`config.mk`:
```
export PLATFORM = sky130hd
export DESIGN_NAME = idle_quiet_switch
export DESIGN_NICKNAME = d
export VERILOG_FILES = /design/src/rtl/idle_sw_pkg.sv /design/src/rtl/idle_timer.sv /design/src/rtl/quiet_pattern.sv /design/src/rtl/idle_quiet_switch.sv
export SDC_FILE = /design/constraint.sdc
export NUM_CORES = 1
export LEC_CHECK = 0
export BUFFER_PORTS_ARGS = -buffer_cell sky130_fd_sc_hd__clkbuf_2
export CORE_UTILIZATION = 35
export CTS_BUF_LIST = sky130_fd_sc_hd__clkbuf_8
export CTS_CLUSTER_DIAMETER = 40
export DETAILED_ROUTE_END_ITERATION = 10
export PLACE_DENSITY = 0.65
export SETUP_SLACK_MARGIN = 0.02
export SLEW_MARGIN = 20
export SYNTH_ARGS = -nofsm -noshare
export SYNTH_HDL_FRONTEND = slang
export SYNTH_HIERARCHICAL = 1
export SYNTH_SLANG_ARGS = --single-unit
```
`constraint.sdc`:
```
create_clock -name clk -period 1.9 [get_ports clk]
set_input_delay 0.095 -clock clk [delete_from_list [all_inputs] [get_ports clk]]
set_output_delay 0.095 -clock clk [all_outputs]
set_load 0.05 [all_outputs]
```
`src/rtl/idle_sw_pkg.sv`:
```
package idle_sw_pkg;

    localparam int CODE_W_DEF      = 4;
    localparam int BLOCK_SHIFT_DEF = 5;

    typedef enum logic {
        SRC_ENC   = 1'b0,
        SRC_QUIET = 1'b1
    } src_e;

    // Selection request presented to the output stage for one edge
    typedef struct packed {
        logic quiet;
        logic pat_bit;
        logic enc_bit;
    } sel_req_t;

    function automatic src_e pick_src(input logic force_q, input logic auto_blk,
                                      input logic idle_n);
        return (force_q || (idle_n && !auto_blk)) ? SRC_QUIET : SRC_ENC;
    endfunction

endpackage

```
`src/rtl/idle_timer.sv`:
```
module idle_timer #(
    parameter int CODE_W      = idle_sw_pkg::CODE_W_DEF,
    parameter int BLOCK_SHIFT = idle_sw_pkg::BLOCK_SHIFT_DEF
) (
    input  logic              clk,
    input  logic              rst,
    input  logic              below,
    input  logic              pdn,
    input  logic [CODE_W-1:0] code,
    output logic              idle_next,
    output logic              idle_q
);
    localparam int CNT_W = CODE_W + BLOCK_SHIFT;
    localparam logic [CNT_W-1:0] CNT_MAX = {{CODE_W{1'b1}}, {BLOCK_SHIFT{1'b0}}};

    logic [CNT_W-1:0] run_q;
    logic [CNT_W-1:0] run_d;
    logic [CNT_W-1:0] limit;

    assign limit = {code, {BLOCK_SHIFT{1'b0}}};

    always_comb begin
        run_d     = run_q;
        idle_next = 1'b0;
        if (pdn || !below) begin
            run_d = '0;
        end else begin
            idle_next = (run_q >= limit);
            if (run_q < CNT_MAX) run_d = run_q + 1'b1;
        end
    end

    always_ff @(posedge clk) begin
        if (rst) begin
            run_q  <= '0;
            idle_q <= 1'b0;
        end else begin
            run_q  <= run_d;
            idle_q <= idle_next;
        end
    end

    // power-down leaves the status low and the timer empty
    p_pdn_clear_r8: assert property (@(posedge clk) disable iff (rst)
        pdn |=> (!idle_q && run_q == '0));

    // a level above threshold drops the status on the next edge
    p_release_r4: assert property (@(posedge clk) disable iff (rst)
        !below |=> !idle_q);

    // the status can only rise after a below-threshold sample
    p_rise_after_run_r3: assert property (@(posedge clk) disable iff (rst)
        $rose(idle_q) |-> $past(below));

    // a run shorter than the limit never raises the status
    p_short_run_r5: assert property (@(posedge clk) disable iff (rst)
        (below && !pdn && run_q < limit && !idle_q) |=> !idle_q);

endmodule

```
`src/rtl/quiet_pattern.sv`:
```
module quiet_pattern (
    input  logic clk,
    input  logic rst,
    input  logic sel_n,
    output logic pat_next,
    output logic pat_q,
    output logic sel_q
);
    assign pat_next = sel_q ? ~pat_q : 1'b1;

    always_ff @(posedge clk) begin
        if (rst) begin
            pat_q <= 1'b0;
            sel_q <= 1'b0;
        end else begin
            sel_q <= sel_n;
            if (sel_n) pat_q <= pat_next;
        end
    end

    // a fresh selection starts with a one
    p_first_one_r2: assert property (@(posedge clk) disable iff (rst)
        (sel_n && !sel_q) |=> pat_q);

    // a held selection alternates every clock
    p_alternate_r2: assert property (@(posedge clk) disable iff (rst)
        (sel_n && sel_q) |=> (pat_q != $past(pat_q)));

endmodule

```
`src/rtl/idle_quiet_switch.sv`:
```
module idle_quiet_switch #(
    parameter int CODE_W      = idle_sw_pkg::CODE_W_DEF,
    parameter int BLOCK_SHIFT = idle_sw_pkg::BLOCK_SHIFT_DEF
) (
    input  logic              clk,
    input  logic              rst,
    input  logic              enc_bit,
    input  logic              below_thr,
    input  logic [CODE_W-1:0] dly_code,
    input  logic              auto_off,
    input  logic              force_quiet,
    input  logic              pwr_down,
    output logic              tx_bit,
    output logic              idle_flag
);
    import idle_sw_pkg::*;

    logic     idle_next;
    logic     pat_next;
    logic     pat_q;
    logic     sel_q;
    src_e     src_n;
    src_e     src_q;
    sel_req_t req;

    idle_timer #(.CODE_W(CODE_W), .BLOCK_SHIFT(BLOCK_SHIFT)) u_timer (
        .clk       (clk),
        .rst       (rst),
        .below     (below_thr),
        .pdn       (pwr_down),
        .code      (dly_code),
        .idle_next (idle_next),
        .idle_q    (idle_flag)
    );

    assign src_n = pick_src(force_quiet, auto_off, idle_next);

    quiet_pattern u_pat (
        .clk      (clk),
        .rst      (rst),
        .sel_n    (src_n == SRC_QUIET),
        .pat_next (pat_next),
        .pat_q    (pat_q),
        .sel_q    (sel_q)
    );

    always_comb begin
        req.quiet   = (src_n == SRC_QUIET);
        req.pat_bit = pat_next;
        req.enc_bit = enc_bit;
    end

    always_ff @(posedge clk) begin
        if (rst) begin
            tx_bit <= 1'b0;
            src_q  <= SRC_ENC;
        end else begin
            tx_bit <= req.quiet ? req.pat_bit : req.enc_bit;
            src_q  <= src_n;
        end
    end

    // forcing drives the quiet pattern to the output
    p_force_r7: assert property (@(posedge clk) disable iff (rst)
        force_quiet |=> (sel_q && tx_bit == pat_q));

    // with automatic switching blocked, the encoder bit passes
    p_auto_off_r6: assert property (@(posedge clk) disable iff (rst)
        (auto_off && !force_quiet) |=> (tx_bit == $past(enc_bit)));

    // automatic selection follows the status flag edge for edge
    p_status_link_r10: assert property (@(posedge clk) disable iff (rst)
        (!auto_off && !force_quiet) |=> ((src_q == SRC_QUIET) == idle_flag));

    // reset leaves both outputs low
    p_reset_r1: assert property (@(posedge clk)
        rst |=> (!tx_bit && !idle_flag));

endmodule

```
==> metrics.yaml <==
wl_um: 1420
syn_inst: 81
cts_setup_buffers: 0
ir_drop_mv: 0.441
die_width_um: 46.7
core_sq_um: 1800
dieHeight_um: 46.7
worst_setup_path_end_kind: "flop"
busiest_layer: "met2"
cts_tree: "done"
p_leak_nw: 0.351
fin_worst_skew_ns: 0.00263
synth_edf_count: 0
layout-drive-gt1-share_pct: 16.8
dpl_cell_area_sq_um: 774
stdcell_area_sq_um: 820
yosysTopAreaCellShare_pct: 37.3
maxCapViolations: 0
post-route-min-period_ns: 1.71
p_clk_share_pct: 42.5
synth_seq_area_share_pct: 37.3
syn_nets: 98
clk_latency_ns: 0.24
synth_area_leader_cell: "dfxtp_1"
max_stage_delay_ns: 0.35
power.switching_uw: 130
internal_power_uw: 443
cp_common_cell: "a31oi_1"
gr-usage-met3_pct: 5.88
setup_viol: 0
final_core_util_pct: 45.5
final.fill_count: 193
status: "completed"
crit_arrival_ns: 1.88
synth_area_per_cell_sq_um: 8.62
grt_start_max_net_pins: 11
die-area_sq_um: 2180
met1_usage_pct: 18.4
combPwrFrac_pct: 8.1
grt_setup_unrepaired: "false"
antenna_found_initial: 0
netlist_area_sq_um: 698
ys_ff_latch: 13
startpoint_type: "flop"
synthFlopType: "dfxtp_1"
power.total_uw: 573
place_hpwl_um: 1030
num_vias: 619
synth_warnings: 6
ys_top_cells_by_area: "dfxtp_1, ha_1, a21oi_1, inv_1, and4_1"
cts-root-buf: "clkbuf_8"
power.density_nw_per_um2: 699
critical_path_class: "reg -> reg"
routabilityCongestion: 0.753
fin_crit_sh_pct: 89.9
met2_usage_pct: 26.7
diodes: 0
cts_buffer_depth: 2
setup_slack_ns: 0.192
nNetsFinal: 113
grtUsageTotal_pct: 16.3
path_cells: "ha_1 -> and4b_1 -> nand4_1 -> a31oi_1 -> a21o_1 -> o21bai_1 -> a31oi_1"
grt_pass1_wl_um: 2420
p_seq_share_pct: 49.4
cp_slowest_cell: "dfxtp_1"
cts.htree.levels: 1
ctsHoldBuffers: 0
tns_ns: 0
clkTransAtPathRegs_ns: 0.06
ioPinCount: 13
cts-resized-gates: 0
cts.sinks: 13
min_path_type: "in -> reg"
drv_slew: 0
grt_remaining_overflow: 0
required_ns: 2.07
vias_per_cell: 5.16
io_buffers: 12
initial_core_util_pct: 38.8
p_sw_share_pct: 22.7
hold_viol: 0
max-slew-margin-rel_pct: 74.0
wl_per_cell_um: 11.9
max_slew.worst_pin.slew_ns: 0.390
drt_first_pass_iters: 4
drtAntennaViolNets: 0
async_flop_share_pct: 0
grt_pass1_vias: 591
place_ws_ns: 0.218
cp_max_fo: 5
first_iter_violations: 14
cts_made_buffers: 3
num_rows: 15
area_growth_syn_to_layout_pct: 17.4
clock.fmax_mhz: 585
post-route-drc-count: 0
ys_types: 31
==> cell families (layout without fill, tap and decap cells) <==
family | Yosys count | count (layout) | synth area share, %
AO/OA/AOI/OAI | 21 | 21 | 18.8
adder cells (fa/ha/maj) | 6 | 6 | 10.8
buffers and inverters | 10 | 24 | 6.45
flip-flops | 13 | 13 | 37.3
multiplexers | 1 | 1 | 1.43
AND/OR/NAND/NOR | 30 | 30 | 25.3
==> cell usage in the layout (no fill, tap or decap), types with 2 or more instances in the layout <==
cell type,count
dfxtp_1,13
clkbuf_2,12
inv_1,8
a21oi_1,8
ha_1,6
nor2_1,5
nand2_1,4
a31oi_1,4
nand2b_1,3
clkbuf_8,3
and4_1,3
nand4_1,2
and3_1,2
a311oi_1,2
o21ai_0,2
or3_1,2
nor3_1,2
==> critical path, delay by kind of cell (launching register included) <==
kind	cells	cell delay (ns)
AO/OA/AOI/OAI	4	0.63
adder cells (fa/ha/maj)	1	0.32
flip-flops	1	0.35
AND/OR/NAND/NOR	2	0.33
==> final cells by class <==
| cell class | instances | area [sq um] | area share, % |
|---|---|---|---|
| clock inverter | 1 | 3.75 | 0.458 |
| multi-input combinational | 58 | 393 | 47.9 |
| sequential | 13 | 260 | 31.8 |
| clock buffer | 3 | 41.3 | 5.04 |
| inverter | 8 | 30.0 | 3.66 |
| tap | 25 | 31.3 | 3.82 |
| timing repair buffer | 12 | 60.1 | 7.33 |
==> power groups by stage <==
stage	Combinational, mW	Clock [mW]	Sequential, mW
2_1_floorplan	0.0217	0	0.295
3_3_place_gp	0.0450	0	0.288
3_5_place_dp	0.0462	0	0.289
4_1_cts	0.0468	0.257	0.283
5_1_grt	0.0521	0.265	0.284
6_report	0.0465	0.243	0.283
==> per-stage QoR <==
stage,hold slack (ns),instances
floorplan,0.246,81
global placement,0.357,116
detailed placement,0.345,116
CTS,0.0864,120
global route,0.0890,120
finish,0.0923,120
==> Yosys cell counts (all sizes together), types with 2 or more instances <==
cell / number
dfxtp: 13
a21oi: 8
inv: 7
ha: 6
nor2: 5
a31oi: 4
nand2: 4
and4: 3
nand2b: 3
a311oi: 2
and3: 2
nand4: 2
nor3: 2
o21ai: 2
or3: 2
==> flip-flops by register name, summed over array words and instances (netlist names) <==
register        count
u_timer/idle_q      1
u_pat/sel_q         1
u_timer/run_q       9
u_pat/pat_q         1
tx_bit              1
==> per-layer routing <==
layer  up-vias  part of all wire (%)
met5         -                     0
met4         0                   2.0
met2        16                    44
met3         4                   5.4
li1        324                     -
met1       275                    48
==> final timing paths <==
path                 endpoint  cells past startpoint  slack [ns]        startpoint
hold / removal         tx_bit                      3        0.09           enc_bit
setup / recovery  u_pat/pat_q                      7        0.19  u_timer/run_q[8]
setup reg to reg  u_pat/pat_q                      7        0.19  u_timer/run_q[8]
hold reg to reg   u_pat/pat_q                      1        0.46       u_pat/sel_q
Note: power is estimated with default switching activity, not from simulation.
